--- config.mk ---
export PLATFORM = sky130hd
export DESIGN_NAME = systick_cmp_timer
export DESIGN_NICKNAME = d
export VERILOG_FILES = /design/src/rtl/systmr_pkg.sv /design/src/rtl/systmr_decode.sv /design/src/rtl/systmr_counter.sv /design/src/rtl/systmr_compare.sv /design/src/rtl/systick_cmp_timer.sv
export SDC_FILE = /design/constraint.sdc
export NUM_CORES = 1
export LEC_CHECK = 0
export ABC_CLOCK_PERIOD_IN_PS = 2300
export BUFFER_PORTS_ARGS = -buffer_cell sky130_fd_sc_hd__buf_2
export CORE_MARGIN = 2
export CORE_UTILIZATION = 30
export DETAILED_ROUTE_END_ITERATION = 12
export GPL_ROUTABILITY_DRIVEN = 0
export PLACE_DENSITY = 0.49
export SYNTH_ARGS = -nofsm -noshare
export SYNTH_HDL_FRONTEND = slang
export SYNTH_SLANG_ARGS = --single-unit
export TNS_END_PERCENT = 30
--- constraint.sdc ---
create_clock -name clk -period 2.3 [get_ports clk]
set_input_delay 0.23 -clock clk [delete_from_list [all_inputs] [get_ports clk]]
set_output_delay 0.23 -clock clk [all_outputs]
set_load 0.05 [all_outputs]
--- src/rtl/systmr_pkg.sv ---
package systmr_pkg;
  localparam int WORD_W = 32;

  localparam logic [3:0] OFS_CTRL = 4'h0;
  localparam logic [3:0] OFS_LO   = 4'h4;
  localparam logic [3:0] OFS_HI   = 4'h8;
  localparam logic [3:0] OFS_CMP  = 4'hC;

  // control word bit positions (software depends on these)
  localparam int FLAG_BIT = 0;
  localparam int EN_BIT   = 4;

  typedef enum logic [2:0] {
    SEL_CTRL,
    SEL_LO,
    SEL_HI,
    SEL_CMP,
    SEL_NONE
  } reg_sel_e;
endpackage

--- src/rtl/systmr_decode.sv ---
module systmr_decode
  import systmr_pkg::*;
#(
  parameter int ADDR_W = 4
) (
  input  logic [ADDR_W-1:0] addr,
  output reg_sel_e          sel
);
  always_comb begin
    unique case (addr)
      ADDR_W'(OFS_CTRL): sel = SEL_CTRL;
      ADDR_W'(OFS_LO):   sel = SEL_LO;
      ADDR_W'(OFS_HI):   sel = SEL_HI;
      ADDR_W'(OFS_CMP):  sel = SEL_CMP;
      default:           sel = SEL_NONE;
    endcase
  end
endmodule

--- src/rtl/systmr_counter.sv ---
module systmr_counter #(
  parameter int WORD_W = 32,
  parameter int N_WORDS = 2,
  localparam int CNT_W = WORD_W * N_WORDS
) (
  input  logic             clk,
  input  logic             rst_n,
  output logic [CNT_W-1:0] cnt
);
  // Segmented counter: each word steps when every lower word is all ones.
  logic [N_WORDS:0] carry;
  assign carry[0] = 1'b1;

  for (genvar w = 0; w < N_WORDS; w++) begin : g_word
    logic [WORD_W-1:0] word_q;
    assign carry[w+1] = carry[w] & (&word_q);
    always_ff @(posedge clk) begin
      if (!rst_n)        word_q <= '0;
      else if (carry[w]) word_q <= word_q + WORD_W'(1);
    end
    assign cnt[w*WORD_W +: WORD_W] = word_q;
  end
endmodule

--- src/rtl/systmr_compare.sv ---
module systmr_compare #(
  parameter int WORD_W = 32
) (
  input  logic              clk,
  input  logic              rst_n,
  input  logic              wr_ctrl,
  input  logic              wr_cmp,
  input  logic [WORD_W-1:0] wdata,
  input  logic              clr_req,
  input  logic              en_req,
  input  logic [WORD_W-1:0] cnt_lo,
  output logic [WORD_W-1:0] cmp_q,
  output logic              en_q,
  output logic              flag_q
);
  logic hit;
  assign hit = en_q && (cnt_lo == cmp_q);

  always_ff @(posedge clk) begin
    if (!rst_n) begin
      cmp_q  <= '0;
      en_q   <= 1'b0;
      flag_q <= 1'b0;
    end else begin
      if (wr_cmp)  cmp_q <= wdata;
      if (wr_ctrl) en_q  <= en_req;
      // a match outranks a same-cycle clear
      if (hit)                     flag_q <= 1'b1;
      else if (wr_ctrl && clr_req) flag_q <= 1'b0;
    end
  end
endmodule

--- src/rtl/systick_cmp_timer.sv ---
module systick_cmp_timer
  import systmr_pkg::*;
#(
  parameter int ADDR_W = 4,
  parameter int DATA_W = WORD_W,
  localparam int CNT_W = 2 * DATA_W
) (
  input  logic              clk,
  input  logic              rst_n,
  input  logic              reg_wr,
  input  logic [ADDR_W-1:0] reg_addr,
  input  logic [DATA_W-1:0] reg_wdata,
  output logic [DATA_W-1:0] reg_rdata,
  output logic              tmr_irq
);
  reg_sel_e          sel;
  logic [CNT_W-1:0]  cnt;
  logic [DATA_W-1:0] cmp_q;
  logic              en_q;
  logic              flag_q;
  logic [DATA_W-1:0] ctrl_word;

  systmr_decode #(.ADDR_W(ADDR_W)) dec_i (
    .addr (reg_addr),
    .sel  (sel)
  );

  systmr_counter #(.WORD_W(DATA_W), .N_WORDS(2)) cnt_i (
    .clk   (clk),
    .rst_n (rst_n),
    .cnt   (cnt)
  );

  systmr_compare #(.WORD_W(DATA_W)) cmp_i (
    .clk     (clk),
    .rst_n   (rst_n),
    .wr_ctrl (reg_wr && (sel == SEL_CTRL)),
    .wr_cmp  (reg_wr && (sel == SEL_CMP)),
    .wdata   (reg_wdata),
    .clr_req (reg_wdata[FLAG_BIT]),
    .en_req  (reg_wdata[EN_BIT]),
    .cnt_lo  (cnt[DATA_W-1:0]),
    .cmp_q   (cmp_q),
    .en_q    (en_q),
    .flag_q  (flag_q)
  );

  always_comb begin
    ctrl_word           = '0;
    ctrl_word[FLAG_BIT] = flag_q;
    ctrl_word[EN_BIT]   = en_q;
  end

  always_comb begin
    unique case (sel)
      SEL_CTRL: reg_rdata = ctrl_word;
      SEL_LO:   reg_rdata = cnt[DATA_W-1:0];
      SEL_HI:   reg_rdata = cnt[CNT_W-1:DATA_W];
      SEL_CMP:  reg_rdata = cmp_q;
      default:  reg_rdata = '0;
    endcase
  end

  assign tmr_irq = flag_q;
endmodule

==> impl_metrics.toml <==
[status]
status = "complete, no violations"

[synthesis]
yosysTopAreaCell = "dfxtp_1"
synth-warning-count = 0
yosys_register_bits = 98
synthTopCellsByArea = "dfxtp_1 38%, nand2_1 11%, xor2_1 6.1%"
yosys.area.top_type_share = 0.3802
syn_avg_cell_area_um2 = 7.656
synth_edf_count = 0
async_flop_share = 0
synthCells = 674
synthesis.area_um2 = 5160
yosysUniqueCellTypes = 38
yosys_most_used_dff = "dfxtp_1"
synthesis.nets = 715
yosysSeqAreaShare = 0.3802

[sta]
worst_pin_slew_ps = 601.8
finalWorstSetupSlack_ps = 130.2
max_freq_ghz = 0.4609
fin_crit_sh = 0.9434
fin_crit_ps = 2170
max_slew_margin = 0.5988
holdWs_ps = 105.0
skew_ps = 8.094
timing_hold_violations_final = 0
tns_ps = 0
setup_viol = 0
rsz0062_at_grt = "true"
drv_slew = 0

[clocking]
cts_root_buffer = "clkbuf_16"
clk_pin_slew_ps = 70
htreeDepth = 3
cts_num_sinks = 98
clock_latency_ps = 360
cts_buffer_depth = 2
cts_tree = "yes"
cts_buffers = 9

[run]
maxCapViolations = 0

[placed_design]
dpl.hpwl_um = 12740
dp_slack_ps = 86.68
placed_cells = 957
numPortBuffers = 71

[critical_path]
worst_path_max_delay_cell = "or4_1"
worstSetupPathType = "flop to flop"
path_delay_family = "simple AND/OR/NAND/NOR gates"
timing.rr.end = "cnt_i.g_word[1].word_q[26]$_SDFFE_PN0P_"
cp.required_ps = 2580
reg2regPathDepth = 6
start_kind = "flop"
critPathMaxStageDelay_ps = 510
r2r_slack_ps = 130
r2r_start = "cnt_i.g_word[0].word_q[11]$_SDFF_PN0_"
cp-end-kind = "flop"
crit_fanout = 31
worstPathArrival_ps = 2450
worstPathCellList = "nand4_1, nor4_4, nand2_1, buf_12, or4_1, a21oi_1"
critPathBufInv = 1

[route]
vias = 5171
wl_per_cell_um = 17.81
dr.pass1.iters = 5
drc_errors = 0
first_iter_violations = 334
routed_wl_um = 17320
avgViaCountPerCell = 5.320
ant_nets = 0

[pwr]
leakage_nw = 2.461
pwr-share-comb = 0.049
p_sw_mw = 0.7745
seq_power_share = 0.522
power_density_nw_per_um2 = 525.6
clockPowerShare = 0.429
swShare = 0.2348
internal_power_mw = 2.524
vdd_drop_max_v = 0.0003411

[global_route]
grt_pass1_vias = 4852
grt_max_degree = 53
grt_pass1_wl_um = 27360
antenna_found_initial = 0
track_usage = 0.1949
grt-ovfl-total = 0

[cells_and_area]
mostFrequentLayoutCell = "nand2_1"
fillers = 1784
num_antenna_cells = 0
syn_to_final_growth_pct = 21.63
fin_util = 0.3758
multi_input_area_um2 = 3023
final_nets = 790
instances_no_fill = 972
layout_common_cells = "155 x nand2_1, 98 x dfxtp_1, 71 x buf_2"
seqCellArea_um2 = 1962
drive_above_1_share = 0.1835

[die]
core-area_um2 = 16700
num_rows = 47
initial_core_util = 0.3090
ioPinCount = 72
die_w_um = 135.2
dieArea_um2 = 18270
die_y_um = 135.2

[min_path]
hold_start = "reg_wdata[12]"
hold_path_class = "input port to flop"
holdPathEnd = "cmp_i.cmp_q[12]$_SDFFE_PN0P_"
holdPathStages = 3
==> power by group through the flow <==
stage / clock network, mW / registers (mW) / logic [mW]
finish: 1.42 / 1.72 / 0.161
global route: 1.52 / 1.72 / 0.175
CTS: 1.45 / 1.72 / 0.161
detailed placement: 0 / 1.76 / 0.161
global placement: 0 / 1.76 / 0.160
floorplan: 0 / 1.76 / 0.0793
==> layout make-up <==
cell class | count | share of cell area
repair buffers | 115 | 0.1172
well taps | 220 | 0.04386
inverters | 7 | 0.004187
flip-flops and latches | 98 | 0.3126
multi-input cells | 518 | 0.4817
clock buffers | 14 | 0.04047
==> tightest hold or removal path: cells and delay by family <==
kind | cells | cell delay, ps
and+or+nand+nor | 1 | 40
AOI/OAI and AO/OA | 1 | 50
buffers and inverters | 1 | 90
==> kinds of logic after synthesis <==
group                    count (synthesis)  synth area share
flip-flops                              98            0.3802
AO/OA/AOI/OAI                          127            0.1516
multiplexers                             5          0.009700
XOR/XNOR                                59            0.1001
buffers and inverters                   58           0.04534
AND/OR/NAND/NOR                        325            0.3082
adder cells (fa/ha/maj)                  2          0.004849
==> worst max-delay path by stage <==
stage | to | from | depth (start not counted) | slack (ps)
after floorplan | cnt_i.g_word[1].word_q[26]$_SDFFE_PN0P_ | cnt_i.g_word[0].word_q[0]$_SDFF_PN0_ | 7 | 280
after global placement | cnt_i.g_word[0].word_q[31]$_SDFF_PN0_ | cnt_i.g_word[0].word_q[17]$_SDFF_PN0_ | 5 | 200
after detailed placement | cnt_i.g_word[1].word_q[25]$_SDFFE_PN0P_ | cnt_i.g_word[0].word_q[0]$_SDFF_PN0_ | 7 | 90
after CTS | cnt_i.g_word[1].word_q[25]$_SDFFE_PN0P_ | cnt_i.g_word[0].word_q[0]$_SDFF_PN0_ | 7 | 70
after global routing | cnt_i.g_word[1].word_q[26]$_SDFFE_PN0P_ | cnt_i.g_word[0].word_q[11]$_SDFF_PN0_ | 6 | -40
final | cnt_i.g_word[1].word_q[26]$_SDFFE_PN0P_ | cnt_i.g_word[0].word_q[11]$_SDFF_PN0_ | 6 | 130
==> routing by layer <==
layer / share of wire / vias to the layer above / GRT usage
met4: 0.021 / 0 / 0.07234
met2: 0.47 / 108 / 0.3094
met1: 0.47 / 2511 / 0.2716
met5: 0 / - / 0
li1: - / 2532 / -
met3: 0.034 / 20 / 0.02469
==> per-stage QoR <==
| stage | power, mW | area (µm²) |
|---|---|---|
| floorplan | 1.835 | 5160 |
| global placement | 1.920 | 5983 |
| detailed placement | 1.921 | 5983 |
| CTS | 3.331 | 6237 |
| global route | 3.420 | 6276 |
| finish | 3.299 | 6276 |
==> flip-flops by register name, indices dropped and copies added (netlist names) <==
name,cells
cmp_i.flag_q,1
cmp_i.cmp_q,32
cnt_i.g_word.word_q,64
cmp_i.en_q,1
==> cells in the mapped netlist (5+ instances only) <==
| master | n |
|---|---|
| and4_1 | 5 |
| o21ai_0 | 10 |
| or3_1 | 12 |
| dfxtp_1 | 98 |
| nand3_1 | 30 |
| and2_1 | 9 |
| inv_1 | 6 |
| a21oi_1 | 62 |
| and3_1 | 6 |
| nor3_1 | 7 |
| nand2_1 | 155 |
| xnor2_1 | 23 |
| nand4_1 | 25 |
| clkbuf_1 | 36 |
| or4_1 | 21 |
| o31ai_1 | 19 |
| a22oi_1 | 30 |
| nor2_1 | 30 |
| xor2_1 | 36 |
| mux2i_1 | 5 |
| nor4_1 | 14 |
| buf_2 | 11 |
==> repair_timing <==
| action | CTS | global route |
|---|---|---|
| gates resized for setup | 0 | 7 |
| endpoints found under the hold margin | 0 | 0 |
| hold buffers | 0 | 0 |
| buffers inserted | 0 | 1 |
| setup endpoints to repair | 0 | 15 |
No activity file was read; power rests on OpenSTA's default activity.
